==> src/rtl/dma_ag_pkg.sv <==
package dma_ag_pkg;

  typedef enum logic [1:0] {
    SZ_B8  = 2'd0,
    SZ_W16 = 2'd1,
    SZ_B16 = 2'd2,
    SZ_B32 = 2'd3
  } xsize_e;

  // bit 3: stop compare enable, bit 2: decrement, bits 1:0: size
  typedef struct packed {
    logic   stop_en;
    logic   dec;
    xsize_e size;
  } mode_t;

  localparam int MODE_W = $bits(mode_t);

  localparam logic [2:0] SEL_ADDR = 3'd0;
  localparam logic [2:0] SEL_CNT  = 3'd1;
  localparam logic [2:0] SEL_PAGE = 3'd2;
  localparam logic [2:0] SEL_STOP = 3'd3;
  localparam logic [2:0] SEL_MODE = 3'd4;

  function automatic logic [2:0] step_of(xsize_e s);
    case (s)
      SZ_B16:  step_of = 3'd2;
      SZ_B32:  step_of = 3'd4;
      default: step_of = 3'd1;
    endcase
  endfunction

endpackage

==> src/rtl/dma_ag_step.sv <==
module dma_ag_step
  import dma_ag_pkg::*;
#(
  parameter int ADDR_W = 16
) (
  input  logic [ADDR_W-1:0] addr,
  input  xsize_e            size,
  input  logic              dec,
  output logic [ADDR_W-1:0] next_addr
);

  logic [ADDR_W-1:0] stp;

  always_comb begin
    stp = ADDR_W'(step_of(size));
    if (dec) next_addr = addr - stp;
    else     next_addr = addr + stp;
  end

endmodule

==> src/rtl/dma_ag_map.sv <==
module dma_ag_map #(
  parameter int ADDR_W = 16,
  parameter int PAGE_W = 16,
  localparam int BUS_W = ADDR_W + PAGE_W
) (
  input  logic [ADDR_W-1:0] addr,
  input  logic [PAGE_W-1:0] page,
  input  logic              shifted,
  output logic [BUS_W-1:0]  bus
);

  always_comb begin
    if (shifted) bus = {page[PAGE_W-1:1], addr, 1'b0};
    else         bus = {page, addr};
  end

endmodule

==> src/rtl/dma_ag_count.sv <==
module dma_ag_count #(
  parameter int CNT_W = 16
) (
  input  logic             clk,
  input  logic             clr,
  input  logic             load,
  input  logic [CNT_W-1:0] load_val,
  input  logic             dec_en,
  output logic [CNT_W-1:0] count,
  output logic             tc
);

  logic [CNT_W-1:0] cnt_q;
  logic             tc_q;

  always_ff @(posedge clk) begin
    if (clr) begin
      cnt_q <= '0;
      tc_q  <= 1'b0;
    end else begin
      tc_q <= dec_en && (cnt_q == '0);
      if (load)        cnt_q <= load_val;
      else if (dec_en) cnt_q <= cnt_q - 1'b1;
    end
  end

  assign count = cnt_q;
  assign tc    = tc_q;

endmodule

==> src/rtl/dma_addr_gen.sv <==
module dma_addr_gen
  import dma_ag_pkg::*;
#(
  parameter int ADDR_W = 16,
  parameter int PAGE_W = 16,
  parameter int CNT_W  = 16,
  parameter int STOP_W = 22,
  parameter int DATA_W = 32,
  localparam int BUS_W = ADDR_W + PAGE_W
) (
  input  logic              clk,
  input  logic              rst,
  input  logic              mclr,
  input  logic              wr_en,
  input  logic [2:0]        wr_sel,
  input  logic [DATA_W-1:0] wr_data,
  input  logic              xfer,
  output logic [BUS_W-1:0]  bus_addr,
  output logic [CNT_W-1:0]  cur_count,
  output logic              tc,
  output logic              stop_hit
);

  logic [ADDR_W-1:0] addr_q;
  logic [PAGE_W-1:0] page_q;
  logic [STOP_W-1:0] stop_q;
  mode_t             mode_q;
  logic              stopped_q;

  logic [ADDR_W-1:0] addr_nx;
  logic [BUS_W-1:0]  bus_nx;
  logic              shifted;
  logic              clr;
  logic              adv;
  logic              stop_match;
  logic              unused_bits;

  assign clr         = rst || mclr;
  assign shifted     = (mode_q.size == SZ_W16);
  assign adv         = xfer && !wr_en && !mclr && !stopped_q;
  assign unused_bits = ^wr_data[DATA_W-1:STOP_W];

  dma_ag_step #(.ADDR_W(ADDR_W)) step_i (
    .addr      (addr_q),
    .size      (mode_q.size),
    .dec       (mode_q.dec),
    .next_addr (addr_nx)
  );

  dma_ag_map #(.ADDR_W(ADDR_W), .PAGE_W(PAGE_W)) map_cur_i (
    .addr    (addr_q),
    .page    (page_q),
    .shifted (shifted),
    .bus     (bus_addr)
  );

  dma_ag_map #(.ADDR_W(ADDR_W), .PAGE_W(PAGE_W)) map_nx_i (
    .addr    (addr_nx),
    .page    (page_q),
    .shifted (shifted),
    .bus     (bus_nx)
  );

  assign stop_match = mode_q.stop_en && (bus_nx[STOP_W+1:2] == stop_q);

  always_ff @(posedge clk) begin
    if (clr) begin
      addr_q    <= '0;
      page_q    <= '0;
      stop_q    <= '0;
      mode_q    <= '{stop_en: 1'b0, dec: 1'b0, size: SZ_B8};
      stopped_q <= 1'b0;
    end else if (wr_en) begin
      case (wr_sel)
        SEL_ADDR: begin
          addr_q    <= wr_data[ADDR_W-1:0];
          stopped_q <= 1'b0;
        end
        SEL_PAGE: page_q <= wr_data[PAGE_W-1:0];
        SEL_STOP: begin
          stop_q    <= wr_data[STOP_W-1:0];
          stopped_q <= 1'b0;
        end
        SEL_MODE: begin
          mode_q    <= mode_t'(wr_data[MODE_W-1:0]);
          stopped_q <= 1'b0;
        end
        default: ;
      endcase
    end else if (adv) begin
      addr_q <= addr_nx;
      if (stop_match) stopped_q <= 1'b1;
    end
  end

  dma_ag_count #(.CNT_W(CNT_W)) cnt_i (
    .clk      (clk),
    .clr      (clr),
    .load     (wr_en && (wr_sel == SEL_CNT)),
    .load_val (wr_data[CNT_W-1:0]),
    .dec_en   (adv),
    .count    (cur_count),
    .tc       (tc)
  );

  assign stop_hit = stopped_q;

endmodule

==> config.mk <==
export PLATFORM = sky130hd
export DESIGN_NAME = dma_addr_gen
export DESIGN_NICKNAME = d
export VERILOG_FILES = /design/src/rtl/dma_ag_pkg.sv /design/src/rtl/dma_ag_step.sv /design/src/rtl/dma_ag_map.sv /design/src/rtl/dma_ag_count.sv /design/src/rtl/dma_addr_gen.sv
export SDC_FILE = /design/constraint.sdc
export NUM_CORES = 1
export LEC_CHECK = 0
export ABC_AREA = 1
export BUFFER_PORTS_ARGS = -buffer_cell sky130_fd_sc_hd__buf_4
export CAP_MARGIN = 15
export CORE_ASPECT_RATIO = 0.7
export CORE_MARGIN = 2
export CORE_UTILIZATION = 45
export DETAILED_ROUTE_END_ITERATION = 10
export PLACE_DENSITY = 0.76
export SLEW_MARGIN = 20
export SYNTH_ARGS = -nofsm -noshare
export SYNTH_HDL_FRONTEND = slang
export SYNTH_HIERARCHICAL = 1
export SYNTH_SLANG_ARGS = --single-unit
==> constraint.sdc <==
create_clock -name clk -period 3.4 [get_ports clk]
set_input_delay 0 -clock clk [delete_from_list [all_inputs] [get_ports clk]]
set_output_delay 0 -clock clk [all_outputs]
set_load 0.05 [all_outputs]
==> results of run 1 <==
==> worst paths after layout <==
path                      startpoint                       to  slack, ns  cells past startpoint
max           mode_q[1]$_SDFFE_PP0P_    stop_hit$_SDFFE_PP0P_       0.52                     20
min                        wr_sel[1]   mode_q[1]$_SDFFE_PP0P_       0.04                      4
max reg2reg   mode_q[1]$_SDFFE_PP0P_    stop_hit$_SDFFE_PP0P_       0.52                     20
min reg2reg  page_q[10]$_SDFFE_PP0P_  page_q[10]$_SDFFE_PP0P_       0.47                      2
==> placed cells by master, fill, tap and decap left out, types with 6 or more instances in the layout <==
| master | n |
|---|---|
| a211oi_1 | 22 |
| a21oi_1 | 44 |
| a22oi_1 | 8 |
| buf_4 | 83 |
| clkbuf_16 | 9 |
| dfxtp_1 | 76 |
| dlygate4sd3_1 | 25 |
| ha_1 | 16 |
| inv_1 | 110 |
| nand2_1 | 337 |
| nand2_2 | 25 |
| nand3_1 | 40 |
| nand4_1 | 6 |
| nor2_1 | 91 |
| nor3b_2 | 16 |
| xor2_1 | 7 |
==> registers in the layout (all words and copies together), names as in the netlist <==
register	cells
addr_q	16
mode_q	4
stop_q	22
stop_hit	1
cnt_i/tc	1
cnt_i/count	16
page_q	16
==> critical path, cell delays in order (launching register included) <==
cell     delay [ns]
dfxtp_1        0.36
o21ai_0        0.26
inv_1          0.10
fa_1           0.45
inv_1          0.10
nand3_1        0.07
nand3_1        0.15
nand3_1        0.16
nand3_1        0.10
nand2_1        0.06
nand2_1        0.12
nand2_1        0.07
nand2_1        0.12
inv_1          0.04
nand2_1        0.05
nand2_1        0.05
nor2_1         0.09
nand2_1        0.05
nor2_1         0.18
nand3_1        0.10
a21oi_1        0.13
==> final cells by class <==
cell class / count / area, µm² / share of cell area [%]
well taps: 162 / 203 / 3.10
clock inverters: 7 / 57.6 / 0.879
multi-input cells: 650 / 3220 / 49.2
flip-flops and latches: 76 / 1520 / 23.2
clock buffers: 9 / 225 / 3.44
inverters: 116 / 445 / 6.81
repair buffers: 108 / 873 / 13.3
==> routing by layer <==
metal | track usage, % | routed length (µm) | up-vias
met2 | 31.8 | 5930 | 211
met1 | 35.2 | 7520 | 2437
met3 | 5.16 | 1300 | 19
met5 | 0 | 0 | -
li1 | - | - | 2899
met4 | 6.42 | 185 | 0
==> repair_timing <==
action	4_1_cts	5_1_grt
hold endpoints to repair	42	0
hold buffers	25	0
endpoints found under the setup margin	0	0
gates resized for setup	0	0
==> power by group through the flow <==
stage / Combinational [mW] / Sequential, mW / Clock, mW
after floorplan: 0.252 / 0.962 / 0
after global placement: 0.365 / 0.948 / 0
after detailed placement: 0.370 / 0.947 / 0
after CTS: 0.395 / 0.927 / 0.934
after global routing: 0.437 / 0.930 / 0.978
final: 0.398 / 0.928 / 0.927
==> through the flow <==
step / total power [mW] / std cells
after floorplan: 1.21 / 895
after global placement: 1.31 / 1087
after detailed placement: 1.32 / 1087
after CTS: 2.26 / 1128
after global routing: 2.34 / 1128
final: 2.25 / 1128
==> flow_metrics.py, run 1 <==
metrics = {
    "route": {
        "drt_first_iter_violations": 435,
        "routedWlPerCell_um": 13.2,
        "route.vias.total": 5566,
        "drtAntennaViolNets": 0,
        "drt_first_pass_iters": 5,
        "via_per_inst": 4.93,
        "wl_mm": 14.9,
        "drcViolationCount": 0,
    },
    "synth": {
        "avgSynthCellArea_um2": 6.25,
        "yosysWarningCount": 6,
        "syn_area_um2": 5590,
        "syn_nets": 952,
        "syn_inst": 895,
    },
    "power": {
        "leakage_nw": 3.13,
        "p_clk_share_pct": 41.1,
        "p_seq_share_pct": 41.2,
        "ir_worst_vdd_mv": 0.250,
        "powerDensity_nw_per_um2": 344,
        "internal_power_mw": 1.55,
        "combPwrFrac_pct": 17.7,
        "switchingPower_mw": 0.698,
        "swShare_pct": 31.0,
    },
    "worst_setup_path": {
        "cp-end-kind": "flip-flop",
        "required_ns": 3.67,
        "worst_ep_arrival_time_ns": 3.15,
        "start_kind": "flip-flop",
        "cp_max_fo": 6,
        "critPathKind": "flip-flop to flip-flop",
    },
    "floorplan": {
        "die-area_um2": 13400,
        "start_util_pct": 45.5,
        "die_x_um": 137,
        "coreArea_um2": 12300,
        "die_h_um": 97.3,
        "io_pins": 90,
        "rows": 34,
    },
    "timing": {
        "slew_headroom_pct": 45.3,
        "skew_ns": 0.00469,
        "hold_slack_ns": 0.0449,
        "worst_slack_ns": 0.525,
        "fin_crit_sh_pct": 84.6,
        "drv_slew": 0,
        "fmax_ghz": 0.348,
        "finalCriticalPeriod_ns": 2.88,
        "finalSetupTns_ns": 0,
        "grt_setup_unrepaired": "no",
        "finalSetupViolations": 0,
        "tightest_slew_ns": 0.817,
        "final_hold_viol_count": 0,
    },
    "place": {
        "dp_hpwl_mm": 11.0,
        "io_buffer_count": 79,
        "place_congestion": 0.924,
        "pre_cts_slack_ns": 0.604,
        "placed_area_um2": 6010,
    },
    "clock_network": {
        "root_buffer": "clkbuf_16",
        "cts_tree": "built",
        "clk_path_buf_depth": 2,
        "htreeDepth": 3,
        "clk_latency_ns": 0.34,
        "numCtsBuffers": 9,
        "cts.sinks": 76,
        "cts_setup_buffers": 0,
        "cts.clk_slew.worst_paths_ns": 0.06,
    },
    "min_path": {
        "hold_class": "primary input to flip-flop",
    },
    "final_layout": {
        "drive_gt1_share_pct": 16.7,
        "design_area_um2": 6550,
        "nets": 1018,
        "area_growth_pct": 17.0,
        "nFillCells": 1236,
        "antennaDiodeCount": 0,
        "fin_util_pct": 53.2,
    },
    "outcome": {
        "status": "completed",
    },
    "grt": {
        "grt_pass1_vias": 4915,
        "antenna_found_initial": 0,
        "grt-ovfl-total": 0,
        "grt.total_usage_pct": 23.0,
        "grt_pass1_wl_mm": 24.5,
        "grt_max_degree": 45,
    },
    "run": {
        "drv_cap": 0,
    },
}
Power figures use the tool's default switching activity.
==> run 2: changes to the inputs <==
PLACE_DENSITY = 0.78   (was 0.76)
clock period = 2.5 ns   (was 3.4 ns; I/O delays follow)
==> run 2 against run 1 <==
Final cell count increased by 2.5%. Hold slack improved by 0.063 ns. Utilization increased by 3.8 points. Fmax increased by 16%. Register-to-register slack got worse by 0.50 ns. Sequential power increased by 36%. Combinational power increased by 46%. Via count increased by 5.7%. Critical path type unchanged. Largest power group is now clock.
==> flow_metrics.py, run 2 (synthesis results as in run 1) <==
metrics = {
    "worst_setup_path": {
        "cp_max_fo": 3,
        "worst_ep_arrival_time_ns": 2.75,
        "ff2ff_path_depth": 21,
        "r2r_slack_ns": 0.02,
        "r2r-start": "mode_q[2]$_SDFFE_PP0P_",
        "cp-end-kind": "flip-flop",
        "required_ns": 2.78,
        "start_kind": "flip-flop",
        "critPathKind": "flip-flop to flip-flop",
        "startpoint": "mode_q[2]$_SDFFE_PP0P_",
        "r2r_end": "stop_hit$_SDFFE_PP0P_",
    },
    "route": {
        "route.vias.total": 5884,
        "wl_mm": 16.2,
        "drcViolationCount": 0,
        "routedWlPerCell_um": 14.0,
        "via_per_inst": 5.09,
        "drt_first_iter_violations": 509,
        "drt_first_pass_iters": 5,
        "drtAntennaViolNets": 0,
    },
    "final_layout": {
        "final_common_cell": "nand2_1",
        "layout_common_cells": "nand2_1 (320), buf_4 (108), inv_1 (106)",
        "largest_reg_flops": 22,
        "design_area_um2": 7010,
        "top_register": "stop_q",
        "fin_cells": 1156,
        "fin_util_pct": 57.0,
        "seq_area_um2": 1530,
        "area_growth_pct": 25.3,
        "antennaDiodeCount": 0,
        "multi_input_area_um2": 3430,
        "nFillCells": 1139,
        "nets": 1046,
        "drive_gt1_share_pct": 23.3,
    },
    "grt": {
        "grt-ovfl-total": 0,
        "grt_pass1_vias": 5195,
        "antenna_found_initial": 0,
        "grt_max_degree": 45,
        "grt_pass1_wl_mm": 25.6,
        "grt.total_usage_pct": 23.9,
    },
    "clock_network": {
        "clk_latency_ns": 0.34,
        "clk_path_buf_depth": 2,
        "root_buffer": "clkbuf_16",
        "cts.sinks": 76,
        "cts.clk_slew.worst_paths_ns": 0.07,
        "cts_tree": "built",
        "htreeDepth": 3,
        "numCtsBuffers": 9,
    },
    "timing": {
        "finalSetupViolations": 0,
        "final_hold_viol_count": 0,
        "drv_slew": 0,
        "skew_ns": 0.00437,
        "finalSetupTns_ns": 0,
        "worst_slack_ns": 0.0205,
        "fin_crit_sh_pct": 99.2,
        "fmax_ghz": 0.403,
        "finalCriticalPeriod_ns": 2.48,
        "tightest_slew_ns": 0.859,
        "slew_headroom_pct": 42.8,
        "grt_setup_unrepaired": "yes",
    },
    "outcome": {
        "status": "completed",
    },
    "floorplan": {
        "io_pins": 90,
        "die-area_um2": 13400,
        "rows": 34,
        "coreArea_um2": 12300,
        "die_h_um": 97.3,
        "start_util_pct": 45.5,
        "die_x_um": 137,
    },
    "power": {
        "powerDensity_nw_per_um2": 446,
        "ir_worst_vdd_mv": 0.337,
        "leakage_nw": 3.27,
    },
    "min_path": {
        "hold_path_depth": 6,
        "min_from": "wr_sel[2]",
        "worstHoldEndpoint": "stop_q[20]$_SDFFE_PP0P_",
        "hold_class": "primary input to flip-flop",
    },
    "place": {
        "io_buffer_count": 79,
        "pre_cts_slack_ns": -0.105,
        "place_congestion": 0.951,
        "placed_area_um2": 6230,
        "dp.cells": 1114,
        "dp_hpwl_mm": 11.4,
    },
    "run": {
        "drv_cap": 0,
    },
}
==> run 2: cell types whose count changed in the layout (fill, tap and decap cells not counted), moves of 3 or more <==
cell / before / now
nand2_1: 337 / 320
ha_1: 16 / 8
ha_4: 0 / 8
nand3_1: 40 / 37
nand2_2: 25 / 42
dfxtp_1: 76 / 72
buf_4: 83 / 108
inv_2: 4 / 8
xor2_1: 7 / 4
inv_1: 110 / 106
==> run 2: cell type report <==
type,count,share of cell area (%)
tap,162,2.89
multi-input combinational,650,49.0
inverter,116,6.36
clock buffer,9,3.21
clock inverter,7,0.839
sequential,76,21.9
timing repair buffer,136,15.9
==> run 2: power breakdown <==
group | total (mW) | internal [mW] | switching (mW)
logic | 0.583 | 0.221 | 0.362
registers | 1.26 | 1.23 | 0.0286
clock network | 1.28 | 0.687 | 0.596
total | 3.13 | 2.14 | 0.987
==> run 2: what timing repair did <==
item                                    4_1_cts  5_1_grt
gates cloned                                  0        0
pin swaps                                     1       21
buffers inserted                              0        1
endpoints found under the setup margin        1        1
hold buffers                                 25        0
endpoints found under the hold margin        39        0
resized for setup                             4       47
==> run 2: critical path: stages (launching register included) <==
cell	delay, ns
dfxtp_4	0.36
inv_2	0.04
o21ai_2	0.16
inv_2	0.06
fa_2	0.40
inv_2	0.08
nand3_2	0.09
nand3_4	0.09
nand3_1	0.13
nand3_1	0.11
nand2_1	0.05
nand2_1	0.11
nand2_1	0.07
nand2_1	0.08
inv_1	0.04
nand2_1	0.05
nand2_1	0.05
nor2_1	0.09
nand2_1	0.05
nor2_1	0.10
nand3_1	0.08
a21oi_1	0.13
==> run 2: worst max-delay path by stage <==
stage                                        to  slack (ns)  cells past startpoint
final                     stop_hit$_SDFFE_PP0P_        0.02                     21
after global routing      stop_hit$_SDFFE_PP0P_       -0.15                     21
after CTS                 stop_hit$_SDFFE_PP0P_       0.003                     21
after detailed placement  stop_hit$_SDFFE_PP0P_       -0.11                     19
after global placement    stop_hit$_SDFFE_PP0P_       -0.03                     19
after floorplan           stop_hit$_SDFFE_PP0P_        0.03                     19
==> run 2: layer usage <==
layer	vias up	global-route usage, %	share of wire (%)
li1	2950	-	-
met1	2689	35.7	48
met2	230	34.7	43
met3	15	5.69	8.9
met4	0	5.31	0.88
met5	-	0	0
==> run 2: through the flow <==
step	hold slack [ns]	total power, mW
3_5_place_dp	0.283	1.81
5_1_grt	0.157	3.23
2_1_floorplan	0.143	1.65
3_3_place_gp	0.279	1.80
4_1_cts	0.0991	3.10
6_report	0.108	3.13
==> run 3: changes to the inputs <==
RECOVER_POWER = 25   (was default)
==> run 3 against run 2 <==
Cell area fell by 1.8%. Critical endpoint unchanged. Sequential share of layout area increased by 0.41 points. Critical path depth unchanged. Largest power group unchanged. Sequential power barely moved. Largest cell class unchanged. Die area is the same. Highest routed layer unchanged.
==> flow_metrics.py, run 3 (synthesis results as in run 1) <==
metrics = {
    "timing": {
        "finalCriticalPeriod_ns": 2.49,
        "drv_slew": 0,
        "slew_headroom_pct": 43.1,
        "fmax_ghz": 0.402,
        "fin_crit_sh_pct": 99.6,
        "grt_setup_unrepaired": "yes",
        "tightest_slew_ns": 0.854,
        "skew_ns": 0.00548,
        "finalSetupViolations": 0,
        "final_hold_viol_count": 0,
    },
    "power": {
        "ir_worst_vdd_mv": 0.338,
        "total_power_mw": 3.11,
        "powerDensity_nw_per_um2": 452,
        "leakage_nw": 3.14,
    },
    "final_layout": {
        "drive_gt1_share_pct": 20.2,
        "nFillCells": 1182,
        "top_register": "stop_q",
        "fin_cells": 1156,
        "nets": 1046,
        "largest_reg_flops": 22,
        "seq_area_um2": 1530,
        "multi_input_area_um2": 3410,
        "fin_util_pct": 55.9,
        "layout_common_cells": "nand2_1 (320), inv_1 (106), nor2_1 (92)",
        "final_common_cell": "nand2_1",
        "antennaDiodeCount": 0,
        "area_growth_pct": 22.9,
    },
    "floorplan": {
        "die_x_um": 137,
        "rows": 34,
        "die-area_um2": 13400,
        "coreArea_um2": 12300,
        "die_h_um": 97.3,
        "start_util_pct": 45.5,
        "io_pins": 90,
    },
    "min_path": {
        "hold_path_depth": 6,
        "worstHoldEndpoint": "stop_q[20]$_SDFFE_PP0P_",
        "min_from": "wr_sel[2]",
        "hold_class": "primary input to flip-flop",
    },
    "clock_network": {
        "htreeDepth": 3,
        "cts.sinks": 76,
        "cts.clk_slew.worst_paths_ns": 0.07,
        "root_buffer": "clkbuf_16",
        "numCtsBuffers": 9,
        "cts_tree": "built",
        "clk_latency_ns": 0.34,
        "clk_path_buf_depth": 2,
    },
    "route": {
        "routedWlPerCell_um": 14.0,
        "via_per_inst": 5.07,
        "drtAntennaViolNets": 0,
        "drt_first_pass_iters": 5,
        "drcViolationCount": 0,
        "drt_first_iter_violations": 582,
        "route.vias.total": 5862,
        "wl_mm": 16.2,
    },
    "worst_setup_path": {
        "ff2ff_path_depth": 21,
        "crit_chain": "inv_2, o21ai_2, inv_2, fa_2, inv_2, nand3_2, nand3_4, nand3_1, nand3_1, nand2_1, nand2_1, nand2_1, nand2_1, inv_1, nand2_1, nand2_1, nor2_1, nand2_1, nor2_1, nand3_1, a21oi_1",
        "worst_ep_arrival_time_ns": 2.76,
        "path_buf_inv": 4,
        "r2r_slack_ns": 0.01,
        "r2r_end": "stop_hit$_SDFFE_PP0P_",
        "crit_path_max_incr_delay_ns": 0.40,
        "path_delay_family": "simple AND/OR/NAND/NOR gates",
        "cp_max_fo": 3,
        "start_kind": "flip-flop",
        "cpMostUsedCell": "nand2_1",
        "required_ns": 2.77,
        "r2r-start": "mode_q[2]$_SDFFE_PP0P_",
        "critPathKind": "flip-flop to flip-flop",
        "cpMaxStageDelayCell": "fa_2",
        "cp-end-kind": "flip-flop",
    },
    "grt": {
        "grt_pass1_vias": 5195,
        "grt.total_usage_pct": 23.9,
        "grt_pass1_wl_mm": 25.6,
        "grt_max_degree": 45,
        "antenna_found_initial": 0,
        "grt-ovfl-total": 0,
    },
    "outcome": {
        "status": "completed",
    },
    "place": {
        "io_buffer_count": 79,
        "dp.cells": 1114,
        "dp_hpwl_mm": 11.4,
        "place_congestion": 0.951,
    },
    "run": {
        "drv_cap": 0,
    },
}
[run 3: changes by cell type in the layout (fill, tap and decap cells not counted)]
cell / before / now
clkbuf_1: 0 / 30
nor2_1: 91 / 92
buf_4: 108 / 78
nor2_8: 1 / 0
[run 3: stage by stage]
stage | instance area, µm² | setup TNS, ns | setup slack, ns | hold WS, ns
after floorplan | 5600 | 0 | 0.0290 | 0.143
after global routing | 6880 | -0.149 | -0.149 | 0.157
after global placement | 6230 | -0.0293 | -0.0293 | 0.279
after detailed placement | 6230 | -0.105 | -0.105 | 0.283
after CTS | 6780 | 0 | 0.00272 | 0.0991
final | 6880 | 0 | 0.0108 | 0.105
[run 3: worst max path at each step]
stage                           startpoint                     to  slack [ns]  cells past startpoint
CTS                 mode_q[2]$_SDFFE_PP0P_  stop_hit$_SDFFE_PP0P_       0.003                     21
floorplan           mode_q[2]$_SDFFE_PP0P_  stop_hit$_SDFFE_PP0P_        0.03                     19
global placement    mode_q[2]$_SDFFE_PP0P_  stop_hit$_SDFFE_PP0P_       -0.03                     19
detailed placement  mode_q[2]$_SDFFE_PP0P_  stop_hit$_SDFFE_PP0P_       -0.11                     19
global route        mode_q[2]$_SDFFE_PP0P_  stop_hit$_SDFFE_PP0P_       -0.15                     21
finish              mode_q[2]$_SDFFE_PP0P_  stop_hit$_SDFFE_PP0P_        0.01                     21
[run 3: cell type report]
type                    instances  share of cell area (%)
well taps                     162                    2.95
repair buffers                136                    14.5
clock buffers                   9                    3.27
clock inverters                 7                   0.855
inverters                     116                    6.48
flip-flops and latches         76                    22.3
multi-input cells             650                    49.6
[run 3: where the power goes]
part | internal (mW) | total (mW) | switching [mW]
registers | 1.23 | 1.26 | 0.0285
logic | 0.212 | 0.572 | 0.359
clock network | 0.687 | 1.27 | 0.588
[run 3: per-layer routing]
layer / global-route usage, % / routed length [µm] / up-vias
met5: 0 / 0 / -
met4: 5.31 / 141 / 0
met3: 5.69 / 1690 / 13
met2: 34.7 / 6880 / 258
met1: 35.7 / 7490 / 2636
li1: - / - / 2955
[run 3: tightest hold or removal path, cell delays in order]
cell and delay (ns):
buf_4 0.13, nor2_2 0.06, inv_1 0.06, nor2_2 0.04, nand2_1 0.05, a21oi_1 0.06
[run 3: repair_timing]
| action | CTS | global route |
|---|---|---|
| pin swaps | 1 | 21 |
| setup buffers | 0 | 1 |
| setup endpoints to repair | 1 | 1 |
| cloned | 0 | 0 |
| endpoints found under the hold margin | 39 | 0 |
| resized for setup | 4 | 47 |
| hold buffers | 25 | 0 |
